File: config.mk
export PLATFORM = sky130hd
export DESIGN_NAME = sercore_top
export DESIGN_NICKNAME = d
export VERILOG_FILES = /design/src/rtl/sercore_pkg.sv /design/src/rtl/sercore_cfg.sv /design/src/rtl/sercore_tx.sv /design/src/rtl/sercore_rx.sv /design/src/rtl/sercore_top.sv
export SDC_FILE = /design/constraint.sdc
export NUM_CORES = 1
export LEC_CHECK = 0
export CORE_ASPECT_RATIO = 0.6
export CORE_MARGIN = 4
export CORE_UTILIZATION = 43
export DETAILED_ROUTE_END_ITERATION = 10
export SYNTH_ARGS = -nofsm -noshare
export SYNTH_HDL_FRONTEND = slang
export SYNTH_SLANG_ARGS = --single-unit
File: constraint.sdc
create_clock -name clk -period 2.7 [get_ports clk]
set_input_delay 0.81 -clock clk [delete_from_list [all_inputs] [get_ports clk]]
set_output_delay 0.81 -clock clk [all_outputs]
set_load 0.01 [all_outputs]
File: src/rtl/sercore_pkg.sv
package sercore_pkg;
  localparam int DW = 8;
  localparam int AW = 3;

  typedef enum logic [AW-1:0] {
    RG_MODE = 3'd0,
    RG_RATE = 3'd1,
    RG_CTRL = 3'd2,
    RG_TXD  = 3'd3,
    RG_STAT = 3'd4,
    RG_RXD  = 3'd5,
    RG_CARD = 3'd6,
    RG_EXT  = 3'd7
  } reg_sel_e;

  // control bits
  localparam int CB_TEIE = 2;
  localparam int CB_RE   = 4;
  localparam int CB_TE   = 5;
  localparam int CB_RIE  = 6;
  localparam int CB_TIE  = 7;

  // status bits
  localparam int SB_MPBT = 0;
  localparam int SB_TEND = 2;
  localparam int SB_PER  = 3;
  localparam int SB_FER  = 4;
  localparam int SB_OVR  = 5;
  localparam int SB_RDRF = 6;
  localparam int SB_TDRE = 7;

  localparam logic [DW-1:0] RATE_RST = 8'hFF;
  localparam logic [DW-1:0] TXD_RST  = 8'hFF;
endpackage

File: src/rtl/sercore_cfg.sv
module sercore_cfg
  import sercore_pkg::*;
#(
  parameter int NUM_AUX = 2
) (
  input  logic                         clk,
  input  logic                         rst_n,
  input  logic                         wr_en,
  input  logic [AW-1:0]                addr,
  input  logic [DW-1:0]                wdata,
  output logic [DW-1:0]                mode_q,
  output logic [DW-1:0]                rate_q,
  output logic [DW-1:0]                ctrl_q,
  output logic [NUM_AUX-1:0][DW-1:0]   aux_q
);
  logic locked;
  assign locked = ctrl_q[CB_TE] | ctrl_q[CB_RE];

  always_ff @(posedge clk) begin
    if (!rst_n) begin
      mode_q <= '0;
      rate_q <= RATE_RST;
      ctrl_q <= '0;
    end else if (wr_en) begin
      if (addr == RG_MODE && !locked) mode_q <= wdata;
      if (addr == RG_RATE && !locked) rate_q <= wdata;
      if (addr == RG_CTRL)            ctrl_q <= wdata;
    end
  end

  // storage-only registers follow the control block in the map
  for (genvar i = 0; i < NUM_AUX; i++) begin : g_aux
    localparam logic [AW-1:0] MY_ADDR = AW'(int'(RG_CARD) + i);
    always_ff @(posedge clk) begin
      if (!rst_n)                        aux_q[i] <= '0;
      else if (wr_en && addr == MY_ADDR) aux_q[i] <= wdata;
    end
  end

  assert_mode_lock_R2: assert property (@(posedge clk) disable iff (!rst_n)
    (wr_en && addr == RG_MODE && locked) |=> $stable(mode_q));
  assert_rate_lock_R2: assert property (@(posedge clk) disable iff (!rst_n)
    (wr_en && addr == RG_RATE && locked) |=> $stable(rate_q));
endmodule

File: src/rtl/sercore_tx.sv
module sercore_tx
  import sercore_pkg::*;
(
  input  logic          clk,
  input  logic          rst_n,
  input  logic          ctl_wr,
  input  logic          new_te,
  input  logic          new_tie,
  input  logic          new_teie,
  input  logic          tie_q,
  input  logic          teie_q,
  input  logic          txd_wr,
  input  logic [DW-1:0] wdata,
  input  logic          tx_sent,
  output logic [DW-1:0] tdr_q,
  output logic          tdre_q,
  output logic          tend_q,
  output logic          tx_valid,
  output logic [DW-1:0] tx_byte,
  output logic          txi_q,
  output logic          tei_q
);
  logic [DW-1:0] tdr_n;
  logic          tdre_n, tend_n, tei_n, txi_n, send;

  always_comb begin
    tdr_n  = tdr_q;
    tdre_n = tdre_q;
    tend_n = tend_q;
    tei_n  = tei_q;
    txi_n  = 1'b0;
    send   = 1'b0;
    if (ctl_wr) begin
      if (new_te) begin
        tdre_n = 1'b1;
        tend_n = 1'b1;
        if (new_tie) txi_n = 1'b1;
      end
      if (!new_teie) tei_n = 1'b0;
    end
    if (txd_wr) begin
      tdr_n = wdata;
      if (tend_q) send = 1'b1;
      else        tdre_n = 1'b0;
    end
    if (send) begin
      tend_n = 1'b0;
      tdre_n = 1'b1;
      tei_n  = 1'b0;
      if (tie_q) txi_n = 1'b1;
    end
    if (tx_sent && !send) begin
      if (!tdre_n) begin
        send   = 1'b1;
        tend_n = 1'b0;
        tdre_n = 1'b1;
        tei_n  = 1'b0;
        if (tie_q) txi_n = 1'b1;
      end else begin
        tend_n = 1'b1;
        if (teie_q) tei_n = 1'b1;
      end
    end
  end

  always_ff @(posedge clk) begin
    if (!rst_n) begin
      tdr_q    <= TXD_RST;
      tdre_q   <= 1'b1;
      tend_q   <= 1'b1;
      tei_q    <= 1'b0;
      txi_q    <= 1'b0;
      tx_valid <= 1'b0;
      tx_byte  <= '0;
    end else begin
      tdr_q    <= tdr_n;
      tdre_q   <= tdre_n;
      tend_q   <= tend_n;
      tei_q    <= tei_n;
      txi_q    <= txi_n;
      tx_valid <= send;
      if (send) tx_byte <= tdr_n;
    end
  end

  assert_direct_send_R5: assert property (@(posedge clk) disable iff (!rst_n)
    (txd_wr && tend_q && !tx_sent && !ctl_wr) |=> (tx_valid && !tend_q && tdre_q));
  assert_held_byte_R5: assert property (@(posedge clk) disable iff (!rst_n)
    (txd_wr && !tend_q && !tx_sent && !ctl_wr) |=> (!tdre_q && !tx_valid));
  assert_tend_rise_R6: assert property (@(posedge clk) disable iff (!rst_n)
    (tx_sent && tdre_q && !txd_wr && !ctl_wr) |=> (tend_q && (tei_q == $past(teie_q || tei_q))));
endmodule

File: src/rtl/sercore_rx.sv
module sercore_rx
  import sercore_pkg::*;
(
  input  logic          clk,
  input  logic          rst_n,
  input  logic          re_q,
  input  logic          rie_q,
  input  logic          ctl_wr,
  input  logic          new_rie,
  input  logic          stat_rd,
  input  logic          stat_wr,
  input  logic          wr_mpbt,
  input  logic [2:0]    wr_err,
  input  logic          rxd_rd,
  input  logic          rx_valid,
  input  logic [DW-1:0] rx_byte,
  input  logic          rx_break,
  output logic [DW-1:0] rdr_q,
  output logic          rdrf_q,
  output logic [2:0]    err_q,
  output logic          mpbt_q,
  output logic          rxi_q,
  output logic          eri_q
);
  // err_q = {overrun, framing, parity}
  logic [DW-1:0] rdr_n;
  logic          rdrf_n, mpbt_n, eri_n, rxi_n;
  logic [2:0]    err_n, snap_q, snap_n;

  always_comb begin
    rdr_n  = rdr_q;
    rdrf_n = rdrf_q;
    err_n  = err_q;
    mpbt_n = mpbt_q;
    eri_n  = eri_q;
    snap_n = snap_q;
    rxi_n  = 1'b0;
    if (rxd_rd)  rdrf_n = 1'b0;
    if (stat_rd) snap_n = err_q;
    if (stat_wr) begin
      mpbt_n = wr_mpbt;
      err_n  = wr_err;
      if (snap_q != 3'b000 && wr_err == 3'b000) eri_n = 1'b0;
    end
    if (ctl_wr && !new_rie) eri_n = 1'b0;
    if (rx_valid && re_q) begin
      if (rdrf_q) begin
        err_n[2] = 1'b1;
        if (rie_q) eri_n = 1'b1;
      end else begin
        rdr_n  = rx_byte;
        rdrf_n = 1'b1;
        if (rie_q) rxi_n = 1'b1;
      end
    end
    if (rx_break) begin
      err_n[1] = 1'b1;
      if (rie_q) eri_n = 1'b1;
    end
  end

  always_ff @(posedge clk) begin
    if (!rst_n) begin
      rdr_q  <= '0;
      rdrf_q <= 1'b0;
      err_q  <= '0;
      mpbt_q <= 1'b0;
      eri_q  <= 1'b0;
      rxi_q  <= 1'b0;
      snap_q <= '0;
    end else begin
      rdr_q  <= rdr_n;
      rdrf_q <= rdrf_n;
      err_q  <= err_n;
      mpbt_q <= mpbt_n;
      eri_q  <= eri_n;
      rxi_q  <= rxi_n;
      snap_q <= snap_n;
    end
  end

  assert_rxi_single_R12: assert property (@(posedge clk) disable iff (!rst_n)
    rxi_q |=> !rxi_q);
  assert_overrun_R10: assert property (@(posedge clk) disable iff (!rst_n)
    (rx_valid && re_q && rdrf_q) |=> (err_q[2] && $stable(rdr_q)));
  assert_break_R11: assert property (@(posedge clk) disable iff (!rst_n)
    rx_break |=> err_q[1]);
  assert_read_clears_R8: assert property (@(posedge clk) disable iff (!rst_n)
    (rxd_rd && !rx_valid) |=> !rdrf_q);
endmodule

File: src/rtl/sercore_top.sv
module sercore_top
  import sercore_pkg::*;
(
  input  logic          clk,
  input  logic          rst_n,
  input  logic          bus_wr,
  input  logic          bus_rd,
  input  logic [2:0]    bus_addr,
  input  logic [7:0]    bus_wdata,
  output logic [7:0]    bus_rdata,
  output logic          tx_valid,
  output logic [7:0]    tx_byte,
  input  logic          tx_sent,
  input  logic          rx_valid,
  input  logic [7:0]    rx_byte,
  input  logic          rx_break,
  output logic          irq_rx,
  output logic          irq_tx,
  output logic          irq_tend,
  output logic          irq_err
);
  localparam int NUM_AUX = 2;

  logic [DW-1:0]              mode_q, rate_q, ctrl_q, tdr_q, rdr_q;
  logic [NUM_AUX-1:0][DW-1:0] aux_q;
  logic                       tdre_q, tend_q, rdrf_q, mpbt_q;
  logic [2:0]                 err_q;
  logic                       ctl_wr, txd_wr, stat_wr, stat_rd, rxd_rd;

  assign ctl_wr  = bus_wr && bus_addr == RG_CTRL;
  assign txd_wr  = bus_wr && bus_addr == RG_TXD;
  assign stat_wr = bus_wr && bus_addr == RG_STAT;
  assign stat_rd = bus_rd && bus_addr == RG_STAT;
  assign rxd_rd  = bus_rd && bus_addr == RG_RXD;

  sercore_cfg #(.NUM_AUX(NUM_AUX)) u_cfg (
    .clk(clk), .rst_n(rst_n), .wr_en(bus_wr), .addr(bus_addr), .wdata(bus_wdata),
    .mode_q(mode_q), .rate_q(rate_q), .ctrl_q(ctrl_q), .aux_q(aux_q)
  );

  sercore_tx u_tx (
    .clk(clk), .rst_n(rst_n), .ctl_wr(ctl_wr),
    .new_te(bus_wdata[CB_TE]), .new_tie(bus_wdata[CB_TIE]), .new_teie(bus_wdata[CB_TEIE]),
    .tie_q(ctrl_q[CB_TIE]), .teie_q(ctrl_q[CB_TEIE]),
    .txd_wr(txd_wr), .wdata(bus_wdata), .tx_sent(tx_sent),
    .tdr_q(tdr_q), .tdre_q(tdre_q), .tend_q(tend_q),
    .tx_valid(tx_valid), .tx_byte(tx_byte), .txi_q(irq_tx), .tei_q(irq_tend)
  );

  sercore_rx u_rx (
    .clk(clk), .rst_n(rst_n), .re_q(ctrl_q[CB_RE]), .rie_q(ctrl_q[CB_RIE]),
    .ctl_wr(ctl_wr), .new_rie(bus_wdata[CB_RIE]),
    .stat_rd(stat_rd), .stat_wr(stat_wr),
    .wr_mpbt(bus_wdata[SB_MPBT]), .wr_err(bus_wdata[SB_OVR:SB_PER]),
    .rxd_rd(rxd_rd), .rx_valid(rx_valid), .rx_byte(rx_byte), .rx_break(rx_break),
    .rdr_q(rdr_q), .rdrf_q(rdrf_q), .err_q(err_q), .mpbt_q(mpbt_q),
    .rxi_q(irq_rx), .eri_q(irq_err)
  );

  always_comb begin
    unique case (bus_addr)
      RG_MODE: bus_rdata = mode_q;
      RG_RATE: bus_rdata = rate_q;
      RG_CTRL: bus_rdata = ctrl_q;
      RG_TXD:  bus_rdata = tdr_q;
      RG_STAT: bus_rdata = {tdre_q, rdrf_q, err_q, tend_q, 1'b0, mpbt_q};
      RG_RXD:  bus_rdata = rdr_q;
      RG_CARD: bus_rdata = aux_q[0];
      default: bus_rdata = aux_q[1];
    endcase
  end

  assert_stat_write_scope_R7: assert property (@(posedge clk) disable iff (!rst_n)
    (stat_wr && !rx_valid && !rx_break && !rxd_rd && !tx_sent) |=>
      ($stable(tdre_q) && $stable(tend_q) && $stable(rdrf_q)));
  assert_te_forces_R3: assert property (@(posedge clk) disable iff (!rst_n)
    (ctl_wr && bus_wdata[CB_TE]) |=> (tdre_q && tend_q));
endmodule

==> impl_results.md <==
* Clock transition at path regs at 0.05 ns
* Clock skew at 0.006075 ns
* Placed Instance Area at 4355 um^2
* Final ANT Viol Nets at 0
* DR DRC count at 0
* Total number of vias at approximately 3,500
* Clk buf depth at 2
* Die width at 125.8 um
* R2r setup slk at between 1 and 1.5 ns
* Drt pass-1 iters at 5
* Most used flip-flop cell after synthesis: dfxtp_1
* Number of DRC markers in iteration 0 at 338
* Worst Tran Pin Value at 0.5935 ns
* Share of layout cells above drive strength 1 at 25.25%
* # rows at 25
* WP data arrival at 1.90 ns
* Final wirelength at 11.44 mm
* Failing checks: negative setup slack
* Total track usage at 23.80%
* Final Hold Viols at 0
* Crit start category: primary input
* IO Count at 47
* Fin crit period at 2.708 ns
* Hold_sp: u_cfg.mode_q[5]
* Worst stage delay on the critical path at 0.33 ns
* Synth top area cells: dfxtp_1 (44%), nand2_1 (11%), a21oi_1 (7.1%)
* Crit-path cells: buf_12 > buf_12 > mux2_2 > a32o_1 > o22a_1 > buf_2
* Area grow syn2layout at 36.76%
* Post-layout instance area at 4892 um^2
* Pwr Density at between 500 and 600 nW/um^2
* Vert. Die Dim at 78.65 um
* Vias in the first global route at 3,241
* H-tree Lvls at 3
* WP data required at 1.89 ns
* Hold Path Stages at 2
* Post-Layout Cell Count at 615
* Post-Place Cells at 592
* Synth Instances at 429
* Outcome: complete, but fails checks
* Synthesized area at 3577 um^2
* Synthesized Nets at between 400 and 500
* Leak at 1.910 nW
* Share of Yosys cell area claimed by the top area cell type at 44.21%
* Initial antenna violation count at 0
* FFs w/ async S/R, synth at 0%
* Commonest non-fill, non-tap cell in the layout: nand2_1
* Number of diodes at 0
* CP Class: in -> out
* RSZ-0062 raised after global routing: yes
* Core ar. at 7976 um^2
* Initial Util at roughly 45%
* Fill count at 705
* Slew headroom at approximately 60%
* Setup slack after layout at -0.008429 ns
* Final setup TNS at -0.009744 ns
* Grt ovf at 0
* Minimum hold slack at 0.4549 ns
* Crit path max-delay family: compound AO/OA/AOI/OAI gates
* Yosys cell types at 43
* Layout Nets at approximately 530
* Finish-stage setup viols at 2
* CTS tree: yes
* Vias per cell at 5.641
* Hold EP: u_cfg.mode_q[5]
* RD Place Congestion at around 0.9
* Port Buffer Count at 46
* Hold buffers post-CTS at 0
* Max Cap Viol at 0
* RR Startpoint: u_cfg.ctrl_q[4]
* Root Driver: clkbuf_16
* HP Class: reg -> reg
* Post-synth EDFFs at 0
* Most frequent cells in the layout: nand2_1 (106), dfxtp_1 (79), a21oi_1 (48)
* Worst setup EP type: output port
* First-pass GRT wire length at 17.93 mm
* Clk_lat worst skew at 0.34 ns
* R2R cell count at 4
* Worst path slowest cell: mux2_2
* Clk sink count at 79
* CTS buffer count at 9
* Reg2reg end: u_cfg.mode_q[7]
* Avg Inst Size Synth at 8.338 um^2
* Largest net degree at the start of global routing at 31
* CP max FO at 13
* Routed length per instance at 18.60 um
* CP dominant cell by count: buf_12
* Dpl hpwl at a little over 8 mm
* WP buf/inv at 3
* Die ar. at 9890 um^2
* Maximum vdd drop at 0.0003846 V
* Final period utilization at 100.3%
* FMAX at 0.3692 GHz
* Synthesized flop and latch total at 79
* Post-synth top area cell: dfxtp_1
* Sequential fraction of the synthesis area at 44.21%
* Fin. max-slew vios at 0
* Synth warnings at 0
## sequential cells by signal (all words and copies together), names as in the netlist, 3 cells and up
| signal | count |
|---|---|
| u_tx.tdr_q | 8 |
| u_tx.tx_byte | 8 |
| u_rx.err_q | 3 |
| u_cfg.ctrl_q | 8 |
| u_cfg.aux_q | 16 |
| u_cfg.rate_q | 8 |
| u_cfg.mode_q | 8 |
| u_rx.snap_q | 3 |
| u_rx.rdr_q | 8 |
## cell type report
cell class,count,area [um^2],share of cell area [%]
Timing Repair Buffer,95,939.7,19.21
Sequential cell,79,1582,32.33
Inverter,4,15.01,0.3069
Clock inverter,6,60.06,1.228
Tap cell,108,135.1,2.762
Multi-Input combinational cell,313,1922,39.28
Clock buffer,10,239.0,4.885
## how the worst max path moves through the flow
stage                 from           end  slack [ns]  cells after the start
2_1_floorplan  bus_addr[1]  bus_rdata[3]        0.06                      5
3_3_place_gp   bus_addr[0]  bus_rdata[6]       -0.96                      6
3_5_place_dp   bus_addr[0]  bus_rdata[6]       -0.95                      6
4_1_cts        bus_addr[0]  bus_rdata[6]       -0.03                      6
5_1_grt        bus_addr[2]  bus_rdata[7]       -0.07                      7
6_report       bus_addr[0]  bus_rdata[3]      -0.008                      6
## per-layer routing
| layer | wire length, um | global-route usage, % |
|---|---|---|
| met3 | 1005 | 8.770 |
| met1 | 5522 | 34.62 |
| met4 | 181 | 6.959 |
| met5 | 0 | 0 |
| met2 | 4732 | 32.46 |
## cells in the mapped netlist, types with 4 or more instances
library cell	count
or2_2	8
buf_2	5
o21ai_0	11
nor2_1	17
a22oi_1	8
a221oi_1	7
o22a_1	6
nor2b_1	6
buf_4	10
nand2_1	107
dfxtp_1	79
nand3_1	28
inv_1	4
a21oi_1	51
mux2_2	14
mux2i_1	17
clkbuf_1	14
## through the flow
stage | power (W) | utilization [%] | worst slack (ns)
3_3_place_gp | 0.001564 | 54.60 | -0.9630
3_5_place_dp | 0.001567 | 54.60 | -0.9475
4_1_cts | 0.002803 | 60.52 | -0.03332
6_report | 0.002802 | 61.33 | -0.008429
2_1_floorplan | 0.001402 | - | 0.06326
5_1_grt | 0.002916 | 61.33 | -0.07420
## tightest hold or removal path: stages (launching register included)
cell and delay (ns):
dfxtp_1 0.30, nand2_1 0.05, a21oi_1 0.05
## logic make-up (layout without fill, tap and decap cells)
logic type	after synthesis	after routing	synth area share [%]
and+or+nand+nor	185	185	24.55
AOI/OAI and AO/OA	97	97	16.54
DFF	79	79	44.21
buffers and inverters	37	115	5.526
muxes	31	31	9.164
## repair_timing
item                       in CTS  in global routing
gates resized for setup        87                 10
gates cloned                    2                  0
setup endpoints to repair       8                  6
buffers inserted                3                  2
pin swaps                      11                 11
## power breakdown
group	internal, W	switching [W]	total (W)
Combinational	0.000184	0.000191	0.000375
Clock	0.000735	0.000479	0.00121
Sequential	0.00119	0.0000199	0.00121
Total	0.00211	0.000690	0.00280
No activity file was read; power rests on OpenSTA's default activity.
